**src/rtl/srp_pkg.sv**
```systemverilog
package srp_pkg;

  typedef enum logic [1:0] {
    CLOSE_FULL  = 2'd0,
    CLOSE_FLUSH = 2'd1,
    CLOSE_EOF   = 2'd2,
    CLOSE_TRUNC = 2'd3
  } close_e;

  localparam int OFF_W  = 12;
  localparam int WRAP_W = 4;

  typedef struct packed {
    logic [63:0]      addr;
    logic [31:0]      fid;
    logic [OFF_W-1:0] eoff;
    close_e           why;
    logic             origin;
  } held_t;

  function automatic logic [31:0] pack_ctrl(
    input logic [OFF_W-1:0]  eoff,
    input close_e            why,
    input logic              origin,
    input logic [7:0]        tag,
    input logic [WRAP_W-1:0] wraps
  );
    return {wraps, tag, 1'b0, origin, why, 4'b0000, eoff};
  endfunction

endpackage

```
**src/rtl/srp_word_track.sv**
```systemverilog
module srp_word_track #(
  parameter int BUF_WORDS = 16,
  parameter int OFF_W     = 12
) (
  input  logic             clk,
  input  logic             rst_n,
  input  logic             wr_vld,
  input  logic             wr_rec_last,
  input  logic             restart,
  output logic             full_hit,
  output logic [OFF_W-1:0] rec_off,
  output logic [OFF_W-1:0] last_off
);
  localparam int CNT_W = $clog2(BUF_WORDS) + 1;
  localparam logic [CNT_W-1:0] CNT_LAST = CNT_W'(BUF_WORDS - 1);

  logic [CNT_W-1:0] cnt_q, cnt_d;
  logic [OFF_W-1:0] rec_q, rec_d;
  logic             upd_en;

  always_comb begin
    rec_off = (wr_vld && wr_rec_last) ? OFF_W'(cnt_q) : rec_q;
    if (wr_vld)
      last_off = OFF_W'(cnt_q);
    else if (cnt_q == '0)
      last_off = '0;
    else
      last_off = OFF_W'(cnt_q - 1'b1);
    full_hit = wr_vld && (cnt_q == CNT_LAST);

    upd_en = restart | wr_vld;
    cnt_d  = cnt_q;
    rec_d  = rec_q;
    if (restart) begin
      cnt_d = '0;
      rec_d = '0;
    end else if (wr_vld) begin
      cnt_d = cnt_q + 1'b1;
      rec_d = rec_off;
    end
  end

  always_ff @(posedge clk or negedge rst_n) begin
    if (!rst_n) begin
      cnt_q <= '0;
      rec_q <= '0;
    end else if (upd_en) begin
      cnt_q <= cnt_d;
      rec_q <= rec_d;
    end
  end

endmodule

```
**src/rtl/srp_close_sel.sv**
```systemverilog
module srp_close_sel
  import srp_pkg::*;
#(
  parameter int BUF_WORDS = 16
) (
  input  logic             ev_trunc,
  input  logic             ev_flush,
  input  logic             ev_eof,
  input  logic             full_hit,
  input  logic [OFF_W-1:0] rec_off,
  input  logic [OFF_W-1:0] last_off,
  output logic             close_any,
  output close_e           why,
  output logic [OFF_W-1:0] eoff
);
  localparam logic [OFF_W-1:0] FULL_OFF = OFF_W'(BUF_WORDS - 1);

  always_comb begin
    close_any = ev_trunc | ev_flush | ev_eof | full_hit;
    if (ev_trunc) begin
      why  = CLOSE_TRUNC;
      eoff = rec_off;
    end else if (ev_flush) begin
      why  = CLOSE_FLUSH;
      eoff = last_off;
    end else if (ev_eof) begin
      why  = CLOSE_EOF;
      eoff = rec_off;
    end else begin
      why  = CLOSE_FULL;
      eoff = FULL_OFF;
    end
  end

endmodule

```
**src/rtl/srp_ring_idx.sv**
```systemverilog
module srp_ring_idx #(
  parameter int DEPTH  = 8,
  parameter int IDX_W  = 3,
  parameter int WRAP_W = 4
) (
  input  logic              clk,
  input  logic              rst_n,
  input  logic              adv,
  input  logic [IDX_W-1:0]  tail,
  output logic [IDX_W-1:0]  slot,
  output logic [WRAP_W-1:0] wraps,
  output logic              ring_full
);
  localparam logic [IDX_W-1:0] LAST_SLOT = IDX_W'(DEPTH - 1);

  logic [IDX_W-1:0]  slot_q, slot_d, slot_nx;
  logic [WRAP_W-1:0] wrap_q, wrap_d;
  logic              at_end;

  assign at_end = (slot_q == LAST_SLOT);

  generate
    if ((1 << IDX_W) == DEPTH) begin : g_pow2
      assign slot_nx = slot_q + 1'b1;
    end else begin : g_any
      assign slot_nx = at_end ? '0 : slot_q + 1'b1;
    end
  endgenerate

  always_comb begin
    ring_full = (slot_nx == tail);
    slot_d    = adv ? slot_nx : slot_q;
    wrap_d    = (adv && at_end) ? wrap_q + 1'b1 : wrap_q;
  end

  always_ff @(posedge clk or negedge rst_n) begin
    if (!rst_n) begin
      slot_q <= '0;
      wrap_q <= '0;
    end else if (adv) begin
      slot_q <= slot_d;
      wrap_q <= wrap_d;
    end
  end

  assign slot  = slot_q;
  assign wraps = wrap_q;

endmodule

```
**src/rtl/stat_ring_producer.sv**
```systemverilog
module stat_ring_producer
  import srp_pkg::*;
#(
  parameter int         DEPTH     = 8,
  parameter int         BUF_WORDS = 16,
  parameter logic [7:0] RING_TAG  = 8'h5A,
  parameter int         IDX_W     = (DEPTH > 1) ? $clog2(DEPTH) : 1
) (
  input  logic             clk,
  input  logic             rst_n,
  input  logic             wr_vld,
  input  logic             wr_rec_last,
  input  logic [63:0]      buf_addr,
  input  logic [31:0]      frame_id,
  input  logic             origin,
  input  logic             ev_flush,
  input  logic             ev_eof,
  input  logic             ev_trunc,
  input  logic [IDX_W-1:0] tail_idx,
  input  logic             desc_rdy,
  output logic             desc_vld,
  output logic [IDX_W-1:0] desc_slot,
  output logic [127:0]     desc_data,
  output logic             overflow,
  output logic             irq
);

  logic             full_hit, close_any, ring_full, accept, capture;
  logic [OFF_W-1:0] rec_off, last_off, sel_eoff;
  close_e           sel_why;
  logic [WRAP_W-1:0] wraps;
  held_t            hold_q, hold_d;
  logic             hold_vld_q, hold_vld_d;
  logic             irq_q;

  srp_word_track #(.BUF_WORDS(BUF_WORDS), .OFF_W(OFF_W)) u_track (
    .clk(clk), .rst_n(rst_n), .wr_vld(wr_vld), .wr_rec_last(wr_rec_last),
    .restart(close_any), .full_hit(full_hit), .rec_off(rec_off), .last_off(last_off)
  );

  srp_close_sel #(.BUF_WORDS(BUF_WORDS)) u_sel (
    .ev_trunc(ev_trunc), .ev_flush(ev_flush), .ev_eof(ev_eof), .full_hit(full_hit),
    .rec_off(rec_off), .last_off(last_off),
    .close_any(close_any), .why(sel_why), .eoff(sel_eoff)
  );

  srp_ring_idx #(.DEPTH(DEPTH), .IDX_W(IDX_W), .WRAP_W(WRAP_W)) u_ring (
    .clk(clk), .rst_n(rst_n), .adv(accept), .tail(tail_idx),
    .slot(desc_slot), .wraps(wraps), .ring_full(ring_full)
  );

  always_comb begin
    desc_vld   = hold_vld_q && !ring_full;
    overflow   = hold_vld_q && ring_full;
    accept     = desc_vld && desc_rdy;
    capture    = close_any && (!hold_vld_q || accept);
    hold_d.addr   = buf_addr;
    hold_d.fid    = frame_id;
    hold_d.eoff   = sel_eoff;
    hold_d.why    = sel_why;
    hold_d.origin = origin;
    if (capture)
      hold_vld_d = 1'b1;
    else if (accept)
      hold_vld_d = 1'b0;
    else
      hold_vld_d = hold_vld_q;
  end

  always_ff @(posedge clk or negedge rst_n) begin
    if (!rst_n) begin
      hold_vld_q <= 1'b0;
      hold_q     <= '0;
      irq_q      <= 1'b0;
    end else begin
      hold_vld_q <= hold_vld_d;
      irq_q      <= accept;
      if (capture)
        hold_q <= hold_d;
    end
  end

  assign desc_data = {pack_ctrl(hold_q.eoff, hold_q.why, hold_q.origin, RING_TAG, wraps),
                      hold_q.fid, hold_q.addr};
  assign irq = irq_q;

endmodule

```
**config.mk**
```make
export PLATFORM = sky130hd
export DESIGN_NAME = stat_ring_producer
export DESIGN_NICKNAME = d
export VERILOG_FILES = /design/src/rtl/srp_pkg.sv /design/src/rtl/srp_word_track.sv /design/src/rtl/srp_close_sel.sv /design/src/rtl/srp_ring_idx.sv /design/src/rtl/stat_ring_producer.sv
export SDC_FILE = /design/constraint.sdc
export NUM_CORES = 1
export LEC_CHECK = 0
export CAP_MARGIN = 25
export CORE_MARGIN = 2
export CORE_UTILIZATION = 47
export CTS_BUF_LIST = sky130_fd_sc_hd__clkbuf_16
export CTS_CLUSTER_DIAMETER = 120
export CTS_CLUSTER_SIZE = 40
export DETAILED_ROUTE_END_ITERATION = 12
export PLACE_DENSITY = 0.9
export SLEW_MARGIN = 20
export SYNTH_ARGS = -nofsm -noshare
export SYNTH_HDL_FRONTEND = slang
export SYNTH_SLANG_ARGS = --single-unit
```
**constraint.sdc**
```tcl
create_clock -name clk -period 3.9 [get_ports clk]
set_input_delay 0.39 -clock clk [delete_from_list [all_inputs] [get_ports clk]]
set_output_delay 0.39 -clock clk [all_outputs]
set_load 0.03 [all_outputs]
```
==> results_dict.tcl, run 1 <==
set metrics [dict create \
    status "completed" \
    grt_pass1_wl_mm 21.76 \
    maxSlewViolCount 0 \
    min_from "u_ring.wraps[3]" \
    rows 41 \
    endpoint "overflow" \
    worstMarginPinSlew_ps 758.6 \
    clock_path_buffers 2 \
    maxCapViolations 0 \
    final_core_utilization_pct 71.08 \
    htreeDepth 4 \
    rsz0062_at_grt "no" \
    crit_required_ps 3510 \
    clk_pin_slew_worst_paths_ps 50 \
    intPower_uw 4884 \
    ios 242 \
    ys_seq_elements 137 \
    area_growth_pct 48.52 \
    drcViolationCount 0 \
    dpl_worst_slack_ps 892.5 \
    synth_area_per_cell_um2 15.13 \
    slew-limit-headroom_pct 49.08 \
    fin_skew_ps 4.817 \
    power_uw 7800 \
    finalNetCount 741 \
    yosys_warnings 0 \
    r2r_start "u_track.cnt_q[0]" \
    antenna_found_initial 0 \
    gp_congestion 0.9160 \
    syn_area_um2 5991 \
    power_density_nw_per_um2 876.7 \
    power_frac_seq_pct 30.0 \
    fin_crit_sh_pct 78.93 \
    hold_class "reg2reg" \
    rrSetupSlack_ps 920 \
    portBuffers 228 \
    worstSetupPathType "reg2out" \
    drtPass1Iterations 4 \
    pwr-share-clk_pct 19.8 \
    worst_setup_path_start_kind "register" \
    netlist_instances 396 \
    wl_mm 14.65 \
    p_switching_uw 2916 \
    root_buffer "clkbuf_16" \
    leakagePower_uw 0.004028 \
    critPathMaxFanout 6 \
    n_fill_cell 875 \
    grt_pass1_vias 4135 \
    track_usage_pct 21.03 \
    layout-drive-gt1-share_pct 21.72 \
    vias_per_cell 4.888 \
    fmax_mhz 324.9 \
    antenna_cells 0 \
    post_cts_buffers 0 \
    startpoint "u_ring.slot[0]" \
    critPathCaptureType "output pin" \
    dp_hpwl_mm 10.39 \
    crit_cells 5 \
    dieArea_um2 13670 \
    path_buf_inv 1 \
    yosysUniqueCellTypes 44 \
    hold_viol 0 \
    final_cell_mix "227 x clkdlybuf4s50_1, 137 x dfrtp_1, 79 x mux2_4" \
    critPathTopFamily "buffers and inverters" \
    slowest_delay_ps 680 \
    clk_latency_ps 410 \
    yosysSeqAreaShare_pct 57.23 \
    reg2regPathDepth 8 \
    cts_tree "done" \
    async_flop_share_pct 100.0 \
    dieHeight_um 116.9 \
    tns_ps 0 \
    cts_buffers 17 \
    worst_path_most_repeated_cell "ha_1" \
    timing.rr.end "desc_data[11]" \
    ant_nets 0 \
    max-vdd-ir-drop_v 0.0004513 \
    grt-ovfl-total 0 \
    wire_per_inst_um 18.04 \
    p_comb_share_pct 50.3 \
    path_cells "ha_1 > ha_1 > xnor2_1 > and4_4 > clkdlybuf4s50_1" \
    initial_utilization_pct 47.86 \
    period_needed_ps 3078 \
    final_common_cell "clkdlybuf4s50_1" \
    clock-sinks 137 \
    arrival_ps 2690 \
    grt_max_degree 105 \
    die_w_um 116.9 \
    worst_slack_ps 821.7 \
    core_area_um2 12520 \
    vias 3969 \
    drt_iter0_markers 161 \
    setup_violations 0 \
    critPathSlowestCell "clkdlybuf4s50_1" \
    synth_edf_count 0 \
    p_sw_share_pct 37.39 \
    synthFlopType "dfrtp_1" \
    hold_slack_ps 468.0 \
]
## final cells by class
| type | instances | area (µm²) | share of cell area [%] |
|---|---|---|---|
| Timing Repair Buffer | 234 | 2376 | 26.71 |
| Inverter | 11 | 41.29 | 0.4641 |
| Clock inverter | 15 | 141.4 | 1.589 |
| Sequential cell | 137 | 3428 | 38.53 |
| Tap cell | 172 | 215.2 | 2.419 |
| Multi-Input combinational cell | 226 | 2270 | 25.51 |
| Clock buffer | 17 | 425.4 | 4.781 |
## metrics by stage
stage               cells  area, µm²
floorplan             407       6032
global placement      778       8293
detailed placement    778       8293
CTS                   810       8860
global route          812       8897
finish                812       8897
## routing by layer
layer | global-route usage (%) | up-vias | wire length, µm
li1 | - | 1805 | -
met1 | 24.22 | 1978 | 5560
met2 | 37.03 | 158 | 7732
met3 | 7.158 | 28 | 1070
met4 | 6.667 | 0 | 289
met5 | 0 | - | 0
## sequential cells by signal, indices dropped and copies added, names as in the netlist
name           cells
u_track.rec_q     12
u_track.cnt_q      5
desc_data        111
irq                1
hold_vld_q         1
u_ring.wraps       4
u_ring.slot        3
## worst min-delay path by stage
stage | endpoint | slack (ps) | cells after the start
after floorplan | desc_data[0] | 90 | 0
after global placement | u_ring.wraps[3] | 460 | 1
after detailed placement | u_ring.wraps[3] | 460 | 1
after CTS | desc_data[56] | 130 | 1
after global routing | u_ring.wraps[3] | 480 | 1
final | u_ring.wraps[3] | 470 | 1
## cells by family (layout without fill, tap and decap cells)
logic type	after synthesis	in the layout	synth area share [%]
flops	137	137	57.23
xor+xnor	12	12	1.754
other cells	2	13	0.1254
buf+inv	44	277	5.576
compound gates	34	34	3.655
fa+ha+maj	6	6	1.253
mux	115	115	26.32
simple gates	46	46	4.094
## worst register-to-register path: stages, from the launching register on
cell and delay, ps:
dfrtp_1 470, ha_1 260, and3_1 180, ha_1 190, a2111o_1 610, o21ai_2 190
or2_4 190, buf_12 320, mux2_2 440
## power by group through the flow
stage / clock network (µW) / logic, µW / registers [µW]
after floorplan: 0 / 1350 / 3440
after global placement: 0 / 3860 / 2310
after detailed placement: 0 / 3920 / 2350
after CTS: 1570 / 3950 / 2340
after global routing: 1630 / 4100 / 2410
final: 1540 / 3920 / 2340
## timing repair
action | 4_1_cts | 5_1_grt
endpoints found under the hold margin | 0 | 40
hold buffers | 0 | 1
resized for setup | 0 | 0
## cell usage after synthesis, drive strengths merged (3+ instances only)
master  instances  area share, %
or2             3           0.36
o21ai           8           0.73
a21oi          12            1.0
mux2i          12            2.0
xnor2           6           0.88
clkbuf          6           0.38
and2            8           0.84
inv            11           0.69
nor2           16            1.0
dfrtp         137             57
buf            27            4.5
xor2            6           0.88
mux2          103             24
nand3           3           0.25
nand2           5           0.31
ha              6            1.3
No activity file was read; power rests on OpenSTA's default activity.
==> run 2, diff against run 1 <==
--- a/config.mk
+++ b/config.mk
@@ -7,12 +7,12 @@
 export LEC_CHECK = 0
 export CAP_MARGIN = 25
 export CORE_MARGIN = 2
-export CORE_UTILIZATION = 47
+export CORE_UTILIZATION = 44
 export CTS_BUF_LIST = sky130_fd_sc_hd__clkbuf_16
 export CTS_CLUSTER_DIAMETER = 120
 export CTS_CLUSTER_SIZE = 40
 export DETAILED_ROUTE_END_ITERATION = 12
-export PLACE_DENSITY = 0.9
+export PLACE_DENSITY = 0.85
 export SLEW_MARGIN = 20
 export SYNTH_ARGS = -nofsm -noshare
 export SYNTH_HDL_FRONTEND = slang
==> constraint.sdc (replaced) <==
create_clock -name clk -period 3.2 [get_ports clk]
set_input_delay 0.32 -clock clk [delete_from_list [all_inputs] [get_ports clk]]
set_output_delay 0.32 -clock clk [all_outputs]
set_load 0.03 [all_outputs]
==> results_dict.tcl, run 2 (synthesis gave the netlist of run 1 again) <==
set metrics [dict create \
    power_density_nw_per_um2 1071 \
    drt_iter0_markers 205 \
    grt_max_degree 74 \
    maxSlewViolCount 0 \
    slowest_delay_ps 680 \
    cts_tree "done" \
    critPathCaptureType "output pin" \
    leakagePower_uw 0.004027 \
    antenna_cells 0 \
    hold_buffers 1 \
    status "completed" \
    worst_setup_path_start_kind "register" \
    max-vdd-ir-drop_v 0.0006092 \
    area_growth_pct 48.91 \
    period_needed_ps 3058 \
    arrival_ps 2740 \
    worstSetupPathType "reg2out" \
    hold_slack_ps 466.1 \
    path_cells "ha_1 > ha_1 > xnor2_1 > and4_4 > clkdlybuf4s50_1" \
    final_common_cell "clkdlybuf4s50_1" \
    setup_violations 0 \
    crit_required_ps 2880 \
    die_w_um 120.7 \
    maxCapViolations 0 \
    ant_nets 0 \
    finalNetCount 742 \
    worstMarginPinSlew_ps 815.5 \
    post_cts_resized 0 \
    wire_per_inst_um 17.64 \
    clk_pin_slew_worst_paths_ps 60 \
    final_cell_count_no_fill 817 \
    vias 3971 \
    clock-sinks 137 \
    drtPass1Iterations 6 \
    hold_viol 0 \
    dp_hpwl_mm 10.24 \
    ios 242 \
    cts_buffers 17 \
    fmax_mhz 327.0 \
    fin_crit_sh_pct 95.56 \
    grt-ovfl-total 0 \
    antenna_found_initial 0 \
    dieHeight_um 120.7 \
    initial_utilization_pct 45.06 \
    track_usage_pct 20.20 \
    wl_mm 14.41 \
    grt_pass1_vias 4181 \
    htreeDepth 4 \
    vias_per_cell 4.860 \
    largest_register_ffs 111 \
    rows 42 \
    slew-limit-headroom_pct 45.27 \
    gp_congestion 0.9097 \
    portBuffers 228 \
    worst_path_most_repeated_cell "ha_1" \
    critPathSlowestCell "clkdlybuf4s50_1" \
    tns_ps 0 \
    post_cts_buffers 0 \
    hold_class "reg2reg" \
    critPathMaxFanout 6 \
    rsz0062_at_grt "no" \
    core_area_um2 13300 \
    final_cell_mix "227 x clkdlybuf4s50_1, 137 x dfrtp_1, 79 x mux2_4" \
    clk_latency_ps 410 \
    root_buffer "clkbuf_16" \
    fin_skew_ps 10.36 \
    dieArea_um2 14560 \
    drcViolationCount 0 \
    grt_pass1_wl_mm 22.68 \
    post-place-cells 784 \
    clock_path_buffers 2 \
    layout-drive-gt1-share_pct 22.15 \
]
==> run 2: per-layer routing <==
layer	up-vias	global-route usage, %	part of all wire, %
met5	-	0	0
met4	0	7.703	2.2
met3	31	5.330	6.3
met2	174	34.53	52
met1	1954	24.41	40
li1	1812	-	-
==> run 2: worst max-delay path, delay by kind of cell, from the launching register on <==
family | cells | cell delay (ps)
AND/OR/NAND/NOR | 1 | 340
flip-flops | 1 | 430
XOR/XNOR | 1 | 350
buffers and inverters | 1 | 680
adder cells (fa/ha/maj) | 2 | 530
==> run 2: final timing paths <==
path                                  start  depth (start not counted)  slack (ps)               to
max                          u_ring.slot[0]                          5         140         overflow
min                         u_ring.wraps[3]                          1         470  u_ring.wraps[3]
max reg2reg                u_track.cnt_q[0]                          8         420     desc_data[6]
min reg2reg                 u_ring.wraps[3]                          1         470  u_ring.wraps[3]
max in group asynchronous             rst_n                          3        1860    desc_data[92]
min in group asynchronous             rst_n                          2         490    desc_data[80]
==> run 2: through the flow <==
stage | util, % | setup slack (ps) | power (µW) | cell area, µm²
floorplan | - | 600.4 | 5841 | 6032
global placement | 62.62 | 538.2 | 7531 | 8325
detailed placement | 62.62 | 464.3 | 7644 | 8325
CTS | 67.10 | 131.2 | 9641 | 8921
global route | 67.10 | 43.26 | 9969 | 8921
finish | 67.10 | 142.0 | 9553 | 8921
==> run 2: where the power goes <==
| group | leakage (µW) | internal (µW) | switching [µW] | total, µW |
|---|---|---|---|---|
| sequential | 0.00166 | 2420 | 424 | 2850 |
| clock | 0.000288 | 1210 | 721 | 1930 |
| combinational | 0.00208 | 2340 | 2440 | 4770 |
==> run 2: final cells by class <==
cell class / count / area [µm²]
clock inverters: 15 / 160.2
inverters: 11 / 41.29
flip-flops and latches: 137 / 3428
clock buffers: 17 / 425.4
fillers: 948 / 4374
well taps: 176 / 220.2
multi-input cells: 226 / 2270
repair buffers: 235 / 2376
